**src/rtl/irq_seq.sv**
```systemverilog
module irq_seq #(
  parameter int AW = 12,
  parameter int SPW = 7,
  parameter logic [SPW-1:0] SP_RST = '1
) (
  input  logic           clk,
  input  logic           rst_n,
  input  logic           boundary,
  input  logic           swi_strobe,
  input  logic           rti_strobe,
  input  logic           cli_strobe,
  input  logic           ext_req,
  input  logic           tmr_req,
  input  logic [15:0]    pc_in,
  input  logic [7:0]     x_in,
  input  logic [7:0]     a_in,
  input  logic [7:0]     cc_in,
  input  logic [7:0]     mem_rdata,
  output logic [AW-1:0]  mem_addr,
  output logic           mem_rd,
  output logic           mem_wr,
  output logic [7:0]     mem_wdata,
  output logic           load_pc,
  output logic           load_x,
  output logic           load_a,
  output logic           load_cc,
  output logic [15:0]    load_data,
  output logic           init_ld,
  output logic [7:0]     ddr_val,
  output logic [7:0]     tdr_val,
  output logic [7:0]     tcr_val,
  output logic [7:0]     psc_val,
  output logic           i_mask,
  output logic [SPW-1:0] sp,
  output logic           busy
);
  localparam int IBIT = 3;
  localparam logic [7:0] IMSK = 8'(1 << IBIT);
  localparam logic [AW-1:0] VBASE = {{(AW-3){1'b1}}, 3'b000};

  typedef enum logic [2:0] {S_IDLE, S_INIT, S_PUSH, S_VECH, S_VECL, S_PULL} st_t;

  st_t            st;
  logic [2:0]     step;
  logic [SPW-1:0] sp_q, sp_up;
  logic           i_q, pend, ext_q;
  logic [1:0]     vsel;
  logic [7:0]     hold;
  logic [AW-1:0]  vaddr;
  logic           idle, hw_ok, go_swi, go_rti, go_ext, go_tmr, go_ent;

  assign idle   = (st == S_IDLE);
  assign hw_ok  = idle & boundary & ~i_q & ~swi_strobe & ~rti_strobe;
  assign go_swi = idle & swi_strobe;
  assign go_rti = idle & ~swi_strobe & rti_strobe;
  assign go_ext = hw_ok & pend;
  assign go_tmr = hw_ok & ~pend & tmr_req;
  assign go_ent = go_swi | go_ext | go_tmr;

  assign sp_up = sp_q + SPW'(1);
  assign vaddr = VBASE | {{(AW-3){1'b0}}, vsel, 1'b0};

  always_comb begin
    case (st)
      S_PUSH:  mem_addr = {{(AW-SPW){1'b0}}, sp_q};
      S_PULL:  mem_addr = {{(AW-SPW){1'b0}}, sp_up};
      S_VECH:  mem_addr = vaddr;
      S_VECL:  mem_addr = vaddr | AW'(1);
      default: mem_addr = '0;
    endcase
    case (step)
      3'd0:    mem_wdata = pc_in[7:0];
      3'd1:    mem_wdata = pc_in[15:8];
      3'd2:    mem_wdata = x_in;
      3'd3:    mem_wdata = a_in;
      default: mem_wdata = (cc_in & ~IMSK) | (i_q ? IMSK : 8'h00);
    endcase
  end

  assign mem_wr    = (st == S_PUSH);
  assign mem_rd    = (st == S_VECH) | (st == S_VECL) | (st == S_PULL);
  assign load_cc   = (st == S_PULL) & (step == 3'd0);
  assign load_a    = (st == S_PULL) & (step == 3'd1);
  assign load_x    = (st == S_PULL) & (step == 3'd2);
  assign load_pc   = (st == S_VECL) | ((st == S_PULL) & (step == 3'd4));
  assign load_data = load_pc ? {hold, mem_rdata} : {8'h00, mem_rdata};

  assign init_ld = (st == S_INIT);
  assign ddr_val = 8'h00;
  assign tdr_val = 8'hFF;
  assign tcr_val = 8'h7F;
  assign psc_val = 8'h7F;
  assign i_mask  = i_q;
  assign sp      = sp_q;
  assign busy    = ~idle;

  always_ff @(posedge clk) begin
    if (!rst_n) begin
      st    <= S_INIT;
      step  <= 3'd0;
      sp_q  <= SP_RST;
      i_q   <= 1'b1;
      pend  <= 1'b0;
      ext_q <= 1'b0;
      vsel  <= 2'd3;
      hold  <= 8'h00;
    end else begin
      ext_q <= ext_req;
      pend  <= (pend & ~go_ext) | (ext_req & ~ext_q);
      case (st)
        S_INIT: st <= S_VECH;
        S_IDLE: begin
          step <= 3'd0;
          if (go_ent) begin
            st   <= S_PUSH;
            vsel <= go_swi ? 2'd2 : (go_ext ? 2'd1 : 2'd0);
          end else if (go_rti) begin
            st <= S_PULL;
          end else if (cli_strobe) begin
            i_q <= 1'b0;
          end
        end
        S_PUSH: begin
          sp_q <= sp_q - SPW'(1);
          if (step == 3'd4) begin
            i_q <= 1'b1;
            st  <= S_VECH;
          end else begin
            step <= step + 3'd1;
          end
        end
        S_VECH: begin
          hold <= mem_rdata;
          st   <= S_VECL;
        end
        S_VECL: st <= S_IDLE;
        S_PULL: begin
          sp_q <= sp_up;
          if (step == 3'd0) i_q <= mem_rdata[IBIT];
          if (step == 3'd3) hold <= mem_rdata;
          if (step == 3'd4) st <= S_IDLE;
          else step <= step + 3'd1;
        end
        default: st <= S_IDLE;
      endcase
    end
  end
endmodule


```
**config.mk**
```make
export PLATFORM = sky130hd
export DESIGN_NAME = irq_seq
export DESIGN_NICKNAME = d
export VERILOG_FILES = /design/src/rtl/irq_seq.sv
export SDC_FILE = /design/constraint.sdc
export NUM_CORES = 1
export LEC_CHECK = 0
export BUFFER_PORTS_ARGS = -buffer_cell sky130_fd_sc_hd__buf_2
export CAP_MARGIN = 20
export CORE_MARGIN = 4
export CORE_UTILIZATION = 43
export DETAILED_ROUTE_END_ITERATION = 7
export PLACE_DENSITY = 0.87
export SETUP_SLACK_MARGIN = 0.15
export SYNTH_ARGS = -nofsm -noshare
export SYNTH_HDL_FRONTEND = slang
export SYNTH_SLANG_ARGS = --single-unit
```
**constraint.sdc**
```tcl
create_clock -name clk -period 2 [get_ports clk]
set_input_delay 0.3 -clock clk [delete_from_list [all_inputs] [get_ports clk]]
set_output_delay 0.3 -clock clk [all_outputs]
set_load 0.01 [all_outputs]
```
==> qor.csv <==
stage,metric,value,unit
sta,post-route-period-util,1.08,
clock_tree,htreeDepth,1,
global_route,grt_overflow_total,0,
clock_tree,cts.reportedPaths.clkPinSlew,0.09,ns
synth,synthCells,292,
synth,synth-async-reset-ratio,0,
critical_path,crit_type,flop to primary output,
synth,synthAdderAreaFrac,0.0392,
cells_and_area,layout-drive-gt1-share,0.510,
global_route,grt_pass1_wl,11100,um
power,power_density,806,nW/um^2
synth,seq_area_frac_synth,0.233,
floorplan,core.rowCount,25,
cells_and_area,fin_area,3280,um^2
routing,wl,7930,um
cells_and_area,layout_commonest_cell,buf_2,
status,status,"complete, but fails checks",
synth,synthFlopType,dfxtp_1,
synth,yosysTopAreaCell,dfxtp_1,
synth,synth-compound-area-share,0.216,
synth,ys_ff_latch,26,
cells_and_area,n_antenna_cell,0,
cells_and_area,final_util,0.672,
sta,fin_ws,-0.161,ns
routing,drc_errors,0,
hold_path,min_path_type,input pin to flop,
synth,synthMuxAreaShare,0.0493,
hold_path,min_path_cells,2,
global_route,grt.busiest_layer,met2,
cells_and_area,finalNetCount,472,
place,place_inst,447,
floorplan,initial_core_util,0.458,
sta,worst_clock_skew,0.00868,ns
critical_path,cp_cell_sequence,inv_4 -> ha_4 -> buf_6 -> a222oi_1 -> nor2_1 -> a21oi_1 -> a21oi_2 -> buf_2,
clock_tree,cts-buffers-inserted,3,
synth,yosys.area_share.simple,0.219,
global_route,grt_max_degree,20,
place,port_buffers,106,
sta,rsz0062_at_grt,true,
critical_path,slowest_stage,dfxtp_4,
place,dp_hpwl,4960,um
synth,synth_area,2230,um^2
critical_path,reg2reg_depth,9,
clock_tree,cts.sinks,26,
global_route,use_met2,0.375,
floorplan,design.die.area,6410,um^2
routing,dr.pass1.iters,7,
status,violations,negative setup slack,
synth,synth_cell_types,51,
floorplan,die_h,80.1,um
critical_path,r2r_slack,0.21,ns
synth,synth_edf_count,0,
global_route,grt_use_met1,0.257,
global_route,grt.total_usage,0.213,
floorplan,die_w,80.1,um
sta,whs,0.239,ns
cells_and_area,nFillCells,381,
global_route,antenna_found_initial,0,
clock_tree,root_buffer,clkbuf_8,
routing,vias_per_cell,5.52,
sta,finalSetupTns,-0.765,ns
sta,final_hold_viol_count,0,
critical_path,crit_arrival,1.86,ns
sta,maxSlewViolCount,0,
place,dp_slack,0.123,ns
critical_path,critPathRequiredTime,1.70,ns
place,place_congestion,0.890,
cells_and_area,final_cell_mix,"buf_2, conb_1, nor2_1, buf_4, a21oi_1",
power,leakagePower,1.60,nW
routing,drtAntennaViolNets,0,
critical_path,critical_path.top_delay_family,compound AO/OA/AOI/OAI gates,
synth,synth_xor_area_frac,0.0353,
floorplan,ios,140,
routing,first_iter_violations,364,
cells_and_area,fin_cells,475,
synth,syn_avg_cell_area,7.65,um^2
routing,wl_per_cell,16.7,um
global_route,grt_pass1_vias,2430,
critical_path,cpPeakStageDelay,0.40,ns
clock_tree,cts_hold_buffers,0,
synth,ys_warn_count,0,
clock_tree,clk_latency,0.28,ns
cells_and_area,synthToLayoutAreaGrowth,46.8,%
power,p_total,2.64,mW
synth,yosys-top-cells-area,"dfxtp_1, buf_4, nor2_1",
routing,vias,2624,
sta,clock.fmax,0.463,GHz
clock_tree,tritoncts,yes,
critical_path,cp-end-kind,primary output,
critical_path,cp-start-kind,flop,
floorplan,design.core.area,4880,um^2
place,postPlaceCellArea,2660,um^2
global_route,gr-usage-met3,0.0471,
sta,setup_viol,14,
critical_path,crit_buf_inv,3,
critical_path,worst-path-stages,8,
critical_path,crit_fanout,5,
flow_run,cap_violations,0,
synth,synth_top_family_by_area,simple AND/OR/NAND/NOR gates,
clock_tree,max-clock-path-buffers,2,
sta,period_minus_slack,2.16,ns
synth,synth.top_cell.area_share,0.233,
power,peakVddDrop,568,uV
per-layer routing:
layer,vias up,part of all wire
li1,1182,-
met1,1207,0.36
met2,195,0.51
met3,40,0.092
met4,0,0.033
met5,-,0
kinds of logic (layout without fill, tap and decap cells):
logic type	Yosys count	after routing
AOI/OAI and AO/OA	69	69
xor gates and xnor gates	9	9
adders and majority gates	7	7
buffers and inverters	71	157
DFF	26	26
muxes	11	11
other	2	32
and+or+nand+nor	97	97
path summary, 6_finish.rpt:
path,to,from
max,mem_wdata[1],step[0]
min,ext_q,ext_req
max reg2reg,step[1],step[0]
min reg2reg,pend,pend
area by class of cell:
class | instances | area [um^2] | area share
tap | 67 | 83.8 | 0.0256
multi-input combinational | 225 | 1630 | 0.498
sequential | 26 | 551 | 0.168
clock inverter | 1 | 30.0 | 0.00916
inverter | 9 | 46.3 | 0.0141
timing repair buffer | 144 | 895 | 0.273
clock buffer | 3 | 41.3 | 0.0126
cell usage after synthesis (2+ instances only):
master,number
a21o_1,4
a21oi_1,24
a221o_1,2
a222oi_1,8
a22oi_1,2
and2_1,9
and3_1,6
buf_1,2
buf_2,11
buf_4,45
clkbuf_1,3
conb_1,2
dfxtp_1,26
ha_1,7
inv_1,8
mux2i_1,11
nand2_1,15
nand2_2,2
nand2b_1,6
nand3_1,4
nor2_1,35
nor2_2,2
nor3_1,4
nor3b_1,2
nor4_1,2
o21ai_0,8
o21ai_1,4
o22ai_1,5
o31ai_2,2
or3_1,3
xnor2_1,6
xor2_1,3
sequential cells by signal, indices dropped and copies added, names as in the netlist:
register / flops
hold: 8
sp: 7
st: 3
step: 3
vsel: 2
ext_q: 1
i_mask: 1
pend: 1
power breakdown:
| part | switching (mW) | internal, mW | leakage (nW) | total [mW] |
|---|---|---|---|---|
| logic | 0.762 | 0.724 | 1.35 | 1.49 |
| registers | 0.102 | 0.601 | 0.214 | 0.702 |
| clock network | 0.188 | 0.268 | 0.0357 | 0.456 |
what timing repair did:
item | CTS | global route
endpoints found under the hold margin | 0 | 0
gates cloned | 2 | 0
setup endpoints to repair | 30 | 39
gates resized for setup | 63 | 31
setup buffers | 14 | 8
pin swaps | 12 | 11
Power figures use the tool's default switching activity.
